--- config.mk ---
export PLATFORM = sky130hd
export DESIGN_NAME = psw_flag_unit
export DESIGN_NICKNAME = d
export VERILOG_FILES = /design/src/rtl/psw_pkg.sv /design/src/rtl/psw_ctl_pipe.sv /design/src/rtl/psw_flag_calc.sv /design/src/rtl/psw_flag_reg.sv /design/src/rtl/psw_flag_unit.sv
export SDC_FILE = /design/constraint.sdc
export NUM_CORES = 1
export LEC_CHECK = 0
export BUFFER_PORTS_ARGS = -buffer_cell sky130_fd_sc_hd__buf_2
export CAP_MARGIN = 5
export CELL_PAD_IN_SITES_DETAIL_PLACEMENT = 0
export CELL_PAD_IN_SITES_GLOBAL_PLACEMENT = 1
export CORE_UTILIZATION = 31
export CTS_CLUSTER_DIAMETER = 50
export DETAILED_ROUTE_END_ITERATION = 8
export GPL_TIMING_DRIVEN = 0
export HOLD_SLACK_MARGIN = 0.06
export PLACE_DENSITY = 0.75
export SLEW_MARGIN = 10
export SYNTH_ARGS = -nofsm -noshare
export SYNTH_HDL_FRONTEND = slang
export SYNTH_SLANG_ARGS = --single-unit
export TNS_END_PERCENT = 20
--- constraint.sdc ---
create_clock -name clk -period 1.34 [get_ports clk]
set_input_delay 0.201 -clock clk [delete_from_list [all_inputs] [get_ports clk]]
set_output_delay 0.201 -clock clk [all_outputs]
set_load 0.02 [all_outputs]
--- src/rtl/psw_pkg.sv ---
package psw_pkg;

    localparam int DATA_W   = 8;
    localparam int OP_W     = 6;
    localparam int CTL_DLY  = 1;

    localparam logic [OP_W-1:0] OP_AND = 6'b000100;

    typedef enum logic [1:0] {
        PAT_HOLD  = 2'b00,
        PAT_CARRY = 2'b01,
        PAT_NOCY  = 2'b10,
        PAT_ALL   = 2'b11
    } flag_pat_e;

    typedef struct packed {
        flag_pat_e       pat;
        logic            clr_acy;
        logic [OP_W-1:0] op;
        logic            set_cy;
        logic            cmc;
    } ctl_t;

    typedef struct packed {
        logic s;
        logic z;
        logic ac;
        logic p;
        logic cy;
    } flags_t;

    localparam ctl_t   CTL_IDLE   = '{pat: PAT_HOLD, clr_acy: 1'b0, op: '0, set_cy: 1'b0, cmc: 1'b0};
    localparam flags_t FLAGS_ZERO = '{s: 1'b0, z: 1'b0, ac: 1'b0, p: 1'b0, cy: 1'b0};

    function automatic logic even_parity(input logic [DATA_W-1:0] v);
        return ~^v;
    endfunction

    function automatic logic [7:0] pack_psw(input flags_t f);
        return {f.s, f.z, 1'b0, f.ac, 1'b0, f.p, 1'b1, f.cy};
    endfunction

endpackage

--- src/rtl/psw_ctl_pipe.sv ---
module psw_ctl_pipe
    import psw_pkg::*;
#(
    parameter int STAGES = CTL_DLY
) (
    input  logic clk,
    input  logic rst,
    input  ctl_t d,
    output ctl_t q
);
    ctl_t stg [STAGES+1];

    assign stg[0] = d;

    generate
        for (genvar i = 0; i < STAGES; i++) begin : g_stage
            always_ff @(posedge clk) begin
                if (rst) stg[i+1] <= CTL_IDLE;
                else     stg[i+1] <= stg[i];
            end
        end
    endgenerate

    assign q = stg[STAGES];
endmodule

--- src/rtl/psw_flag_calc.sv ---
module psw_flag_calc
    import psw_pkg::*;
(
    input  ctl_t              ctl,
    input  flags_t            cur,
    input  logic [DATA_W-1:0] res,
    input  logic              alu_cy,
    input  logic              alu_hc,
    output flags_t            nxt
);
    logic upd_main;
    logic upd_cy;

    always_comb begin
        upd_main = (ctl.pat == PAT_NOCY) || (ctl.pat == PAT_ALL);
        upd_cy   = (ctl.pat == PAT_CARRY) || (ctl.pat == PAT_ALL);

        nxt = cur;
        if (upd_main) begin
            nxt.s  = res[DATA_W-1];
            nxt.z  = (res == '0);
            nxt.p  = even_parity(res);
            nxt.ac = alu_hc;
        end

        if (ctl.clr_acy)
            nxt.ac = (ctl.op == OP_AND);

        if (ctl.clr_acy)      nxt.cy = 1'b0;
        else if (ctl.set_cy)  nxt.cy = 1'b1;
        else if (ctl.cmc)     nxt.cy = ~cur.cy;
        else if (upd_cy)      nxt.cy = alu_cy;
    end
endmodule

--- src/rtl/psw_flag_reg.sv ---
module psw_flag_reg
    import psw_pkg::*;
(
    input  logic   clk,
    input  logic   rst,
    input  flags_t nxt,
    output flags_t cur,
    output logic [7:0] psw
);
    always_ff @(posedge clk) begin
        if (rst) cur <= FLAGS_ZERO;
        else     cur <= nxt;
    end

    assign psw = pack_psw(cur);

    a_r2_fixed_bits: assert property (@(posedge clk) disable iff (rst)
        (psw[5] == 1'b0) && (psw[3] == 1'b0) && (psw[1] == 1'b1));

    a_r1_reset_clears: assert property (@(posedge clk)
        rst |=> (cur == FLAGS_ZERO));
endmodule

--- src/rtl/psw_flag_unit.sv ---
module psw_flag_unit
    import psw_pkg::*;
(
    input  logic        clk,
    input  logic        rst,
    input  logic [1:0]  flag_pat_i,
    input  logic        clr_acy_i,
    input  logic [5:0]  alu_op_i,
    input  logic        set_cy_i,
    input  logic        cmc_i,
    input  logic [7:0]  alu_res_i,
    input  logic        alu_cy_i,
    input  logic        alu_hc_i,
    output logic [7:0]  psw_o,
    output logic        carry_o
);
    ctl_t   ctl_in;
    ctl_t   ctl_q;
    flags_t cur;
    flags_t nxt;

    always_comb begin
        ctl_in.pat     = flag_pat_e'(flag_pat_i);
        ctl_in.clr_acy = clr_acy_i;
        ctl_in.op      = alu_op_i;
        ctl_in.set_cy  = set_cy_i;
        ctl_in.cmc     = cmc_i;
    end

    psw_ctl_pipe #(.STAGES(CTL_DLY)) u_pipe (
        .clk (clk),
        .rst (rst),
        .d   (ctl_in),
        .q   (ctl_q)
    );

    psw_flag_calc u_calc (
        .ctl    (ctl_q),
        .cur    (cur),
        .res    (alu_res_i),
        .alu_cy (alu_cy_i),
        .alu_hc (alu_hc_i),
        .nxt    (nxt)
    );

    psw_flag_reg u_reg (
        .clk (clk),
        .rst (rst),
        .nxt (nxt),
        .cur (cur),
        .psw (psw_o)
    );

    assign carry_o = cur.cy;

    a_r4_hold_stable: assert property (@(posedge clk) disable iff (rst)
        (ctl_q.pat == PAT_HOLD && !ctl_q.clr_acy && !ctl_q.set_cy && !ctl_q.cmc)
        |=> $stable(psw_o));

    a_r6_cy_kept: assert property (@(posedge clk) disable iff (rst)
        (ctl_q.pat == PAT_NOCY && !ctl_q.clr_acy && !ctl_q.set_cy && !ctl_q.cmc)
        |=> $stable(carry_o));

    a_r8_and_sets_ac: assert property (@(posedge clk) disable iff (rst)
        (ctl_q.clr_acy && ctl_q.op == OP_AND) |=> (psw_o[4] && !carry_o));

    a_r9_set_forces_cy: assert property (@(posedge clk) disable iff (rst)
        (ctl_q.set_cy && !ctl_q.clr_acy) |=> carry_o);

    a_r10_cmc_inverts: assert property (@(posedge clk) disable iff (rst)
        (ctl_q.cmc && !ctl_q.set_cy && !ctl_q.clr_acy) |=> (carry_o != $past(carry_o)));

    a_r12_carry_matches: assert property (@(posedge clk) disable iff (rst)
        carry_o == psw_o[0]);
endmodule

==> results of run 1 <==
## logic make-up after synthesis
group / after synthesis / share of synthesized area [%]
xor+xnor: 3 / 3.99
mux: 2 / 3.04
simple gates: 23 / 21.6
compound gates: 4 / 4.37
other cells: 2 / 1.14
flops: 16 / 48.6
fa+ha+maj: 4 / 7.59
buf+inv: 13 / 9.68
## final cells by class
type	count	area, um^2
buffer	5	33.8
multi-input combinational	39	279
fill	212	1110
tap	27	33.8
inverter	8	30.0
clock buffer	4	36.3
timing repair buffer	28	140
sequential	16	320
## sequential cells by signal, summed over array words and instances, names as in the netlist
register,flops
u_pipe.q,11
u_reg.cur,5
## layout by cell type (no fill, tap or decap)
master and instances:
a31oi_1 1, nor2b_1 12, o22ai_1 1, inv_1 8
nand2b_1 2, or3_1 1, ha_1 4, buf_4 4
buf_2 28, or3b_2 1, or4b_1 1, xnor2_1 2
o31a_1 1, clkbuf_8 1, clkbuf_1 1, nor3_1 2
xor2_1 1, conb_1 3, and4_1 1, mux2i_1 2
nand2_1 1, clkbuf_4 3, nor2_1 2, a211oi_1 1
dfxtp_1 16
## stage by stage
stage	std cells	worst slack, ps
2_1_floorplan	68	122
6_report	127	58.0
5_1_grt	127	2.38
4_1_cts	127	7.68
3_5_place_dp	123	28.0
3_3_place_gp	123	69.2
## how the worst max path moves through the flow
stage | end | slack [ps] | start | cells past startpoint
finish | u_reg.cur[2] | 60 | u_pipe.q[3] | 3
global route | u_reg.cur[2] | 2 | u_pipe.q[3] | 3
CTS | u_reg.cur[2] | 8 | u_pipe.q[3] | 3
detailed placement | u_reg.cur[2] | 30 | u_pipe.q[3] | 3
global placement | u_reg.cur[2] | 70 | u_pipe.q[3] | 3
floorplan | u_reg.cur[2] | 120 | u_pipe.q[3] | 3
## timing repair
item	CTS	global route
hold buffers	0	0
setup endpoints to repair	0	1
buffers inserted	0	0
gates resized for setup	0	0
## metal layers
layer	vias up	global-route usage, %
met1	228	12.4
met2	19	19.2
met3	4	2.59
met4	0	11.7
li1	271	-
met5	-	0
## power by group
part           switching (uW)  internal (uW)  leakage (uW)
combinational            73.1           85.0      0.000290
clock                     143            165     0.0000210
sequential               14.1            503      0.000133
total                     230            753      0.000444
## worst max-delay path: stages, from the launching register on
cell and delay [ps]:
dfxtp_1 300, or4b_1 520, o31a_1 260, nor3_1 130
==> impl_metrics.py, run 1 <==
metrics = {
    "synth": {
        "synth_area_um2": 659,
        "synth_most_common_cell": "dfxtp_1",
        "synth_warnings": 0,
        "ys.flop_type": "dfxtp_1",
        "ys_top_cells_by_area": "dfxtp_1, nor2b_1, ha_1",
        "netlist_instances": 67,
        "yosysTopAreaCell": "dfxtp_1",
        "syn_avg_cell_area_um2": 9.84,
        "seq_area_frac_synth_pct": 48.6,
        "synthDistinctLibCells": 22,
        "synth_edf_count": 0,
        "synth_top_area_share_pct": 48.6,
        "async_flop_share_pct": 0,
        "yosys-top-cells-count": "dfxtp_1, nor2b_1, inv_1, buf_4, ha_1",
        "synth_seq_cells": 16,
    },
    "worst_setup_path": {
        "start_kind": "register",
        "cp.arrival_ps": 1490,
        "critPathRequiredTime_ps": 1550,
        "path_max_fanout": 1,
        "worst-r2r-setup-slack_ps": 60,
        "timing.rr.start": "u_pipe.q[3]",
        "r2r_cells": 3,
        "critPathKind": "reg2reg",
        "worst_setup_path_end_kind": "register",
        "reg2reg_to": "u_reg.cur[2]",
    },
    "sta": {
        "fmax_ghz": 0.780,
        "setup_tns_ps": 0,
        "maxSlewViolCount": 0,
        "holdWs_ps": 123,
        "final-setup-viol-count": 0,
        "hold_violations": 0,
        "fin_crit_sh_pct": 95.7,
        "period_needed_ps": 1280,
        "rsz0062_at_grt": "no",
        "skew_ps": 0.538,
    },
    "floorplan": {
        "ioPinCount": 32,
        "die_area_mm2": 0.00232,
        "die_h_um": 48.1,
        "rows": 16,
        "fp.coreArea_mm2": 0.00198,
        "die_w_um": 48.1,
        "initial_core_util_pct": 33.3,
    },
    "global_routing": {
        "grt-ovfl-total": 0,
        "grtUsageTotal_pct": 11.8,
        "grt_pass1_wl_um": 1790,
        "grt_max_degree": 11,
        "antenna_found_initial": 0,
        "grt_pass1_vias": 467,
    },
    "finish": {
        "finalInstanceArea_um2": 873,
        "n_antenna_cell": 0,
        "num-nets-final": 128,
        "area_growth_pct": 32.4,
        "fin_util_pct": 44.1,
        "drive_above_1_share_pct": 37.0,
    },
    "placed_design": {
        "hpwl_um": 908,
        "port_buffers": 28,
        "place.gp.congestion": 0.604,
        "place_area_um2": 837,
    },
    "drt": {
        "met1_length_um": 474,
        "first_pass_iters": 1,
        "first_iter_violations": 0,
        "totalWireLength_um": 1140,
        "wl_met2_um": 562,
        "wl_met3_um": 66,
        "vias": 522,
        "top_layer_used": "met4",
        "drt-wirelength-per-cell_um": 8.98,
        "via_per_inst": 4.11,
        "ant_nets": 0,
        "drc": 0,
    },
    "clock_network": {
        "root_buffer": "clkbuf_4",
        "cts.sinks": 16,
        "cts.path.max_buffers": 2,
        "cts_max_level": 1,
        "insertion_delay_ps": 280,
        "cts-buffers-inserted": 3,
        "cts.reportedPaths.clkPinSlew_ps": 90,
        "cts_tree": "done",
    },
    "pwr": {
        "total_power_uw": 983,
        "p_leak_uw": 0.000444,
        "peakVddDrop_mv": 0.367,
        "power.density_mw_per_mm2": 1130,
    },
    "flow_run": {
        "max-cap-violations": 0,
    },
    "hold_path": {
        "hold_end": "u_pipe.q[4]",
        "holdPathStages": 2,
        "min-delay-start": "alu_op_i[2]",
        "hold_class": "in2reg",
    },
    "run_status": {
        "outcome": "finished clean",
    },
}
Power figures use the tool's default switching activity.
==> run 2: changes to the inputs <==
- CORE_ASPECT_RATIO: default -> 1.2
==> impl_metrics.py, run 2 (same netlist as run 1, synthesis figures left out) <==
metrics = {
    "sta": {
        "rsz0062_at_grt": "no",
        "final-setup-viol-count": 0,
        "period_needed_ps": 1290,
        "fin_crit_sh_pct": 96.4,
        "fmax_ghz": 0.774,
        "setup_tns_ps": 0,
        "maxSlewViolCount": 0,
        "hold_violations": 0,
        "skew_ps": 1.20,
    },
    "floorplan": {
        "fp.coreArea_mm2": 0.00191,
        "initial_core_util_pct": 34.4,
        "die_w_um": 44.1,
        "rows": 17,
        "die_h_um": 52.5,
        "ioPinCount": 32,
        "die_area_mm2": 0.00232,
    },
    "finish": {
        "num-nets-final": 128,
        "largest_reg_flops": 11,
        "n_antenna_cell": 0,
        "mostFrequentLayoutCell": "buf_2",
        "area_growth_pct": 29.6,
        "fin_util_pct": 44.6,
        "mostFrequentLayoutCells": "buf_2, dfxtp_1, nor2b_1",
        "drive_above_1_share_pct": 37.4,
    },
    "worst_setup_path": {
        "worst_path_max_delay_cell": "or4b_1",
        "worst-r2r-setup-slack_ps": 50,
        "start_kind": "register",
        "cp.arrival_ps": 1490,
        "critPathRequiredTime_ps": 1540,
        "reg2reg_to": "u_reg.cur[2]",
        "r2r_cells": 3,
        "critPathKind": "reg2reg",
        "cpPeakStageDelay_ps": 510,
        "cp_num_buf_inv": 0,
        "path_delay_family": "simple AND/OR/NAND/NOR gates",
        "worst_setup_path_end_kind": "register",
        "timing.rr.start": "u_pipe.q[3]",
        "cp_cell_sequence": "or4b_1 -> o31a_1 -> nor3_2",
        "path_max_fanout": 1,
    },
    "hold_path": {
        "hold_class": "in2reg",
        "min-delay-start": "flag_pat_i[0]",
        "holdPathStages": 2,
        "hold_end": "u_pipe.q[9]",
    },
    "pwr": {
        "power_switching_uw": 210,
        "p_leak_uw": 0.000438,
        "power_frac_seq_pct": 57.3,
        "p_int_uw": 692,
        "power.density_mw_per_mm2": 1050,
        "peakVddDrop_mv": 0.370,
        "power_switching_share_pct": 23.3,
        "pwr-share-comb_pct": 17.6,
        "p_clk_share_pct": 25.1,
    },
    "run_status": {
        "outcome": "finished clean",
    },
    "drt": {
        "totalWireLength_um": 1080,
        "drt-wirelength-per-cell_um": 9.11,
        "first_pass_iters": 6,
        "via_per_inst": 4.30,
        "drc": 0,
        "vias": 507,
        "first_iter_violations": 4,
        "ant_nets": 0,
    },
    "clock_network": {
        "insertion_delay_ps": 270,
        "cts-buffers-inserted": 3,
        "cts_resized": 0,
        "cts.sinks": 16,
        "ctsHoldBuffers": 0,
        "cts_tree": "done",
        "cts.reportedPaths.clkPinSlew_ps": 80,
        "post_cts_buffers": 0,
        "cts_max_level": 1,
        "cts.path.max_buffers": 2,
        "root_buffer": "clkbuf_4",
    },
    "placed_design": {
        "hpwl_um": 887,
        "port_buffers": 28,
        "place.gp.congestion": 0.670,
    },
    "global_routing": {
        "grtUsageTotal_pct": 11.1,
        "grt-ovfl-total": 0,
        "grt_pass1_vias": 453,
        "grt_max_degree": 11,
        "grt_pass1_wl_um": 1800,
        "antenna_found_initial": 0,
    },
    "flow_run": {
        "max-cap-violations": 0,
    },
}
==> run 2: how the worst max path moves through the flow <==
| stage | startpoint | to | slack, ps | cells after the start |
|---|---|---|---|---|
| after floorplan | u_pipe.q[3] | u_reg.cur[2] | 120 | 3 |
| after global placement | u_pipe.q[3] | u_reg.cur[2] | 60 | 3 |
| after detailed placement | u_pipe.q[3] | u_reg.cur[2] | 50 | 3 |
| after CTS | u_pipe.q[3] | u_reg.cur[2] | 30 | 3 |
| after global routing | u_pipe.q[3] | u_reg.cur[2] | 5 | 3 |
| final | u_pipe.q[3] | u_reg.cur[2] | 50 | 3 |
==> run 2: cell type report <==
type,instances,area (um^2)
clock buffer,3,22.5
tap,19,23.8
sequential,16,320
multi-input combinational,39,284
inverter,8,30.0
buffer,5,33.8
timing repair buffer,28,140
fill,200,1060
==> run 2: through the flow <==
step | instances | setup WS [ps] | cell area, um^2 | power [uW] | hold WS, ps
2_1_floorplan | 68 | 122 | 663 | 630 | 273
3_3_place_gp | 115 | 59.5 | 827 | 685 | 414
3_5_place_dp | 115 | 53.7 | 827 | 688 | 415
5_1_grt | 118 | 5.20 | 855 | 958 | 135
6_report | 118 | 48.7 | 855 | 901 | 137
4_1_cts | 118 | 34.2 | 850 | 923 | 124
==> run 2: power by group through the flow <==
stage	clock network [uW]	registers (uW)	logic [uW]
6_report	226	517	158
5_1_grt	260	520	178
4_1_cts	245	518	160
3_5_place_dp	0	529	159
3_3_place_gp	0	527	158
2_1_floorplan	0	537	92.6
==> run 2: routing by layer <==
metal  track usage [%]  vias up  routed length [um]
met5                 0        -                   0
met4              10.6        0                  27
met3              2.41        2                  85
met2              17.2       22                 468
met1              12.2      210                 493
li1                  -      273                   -
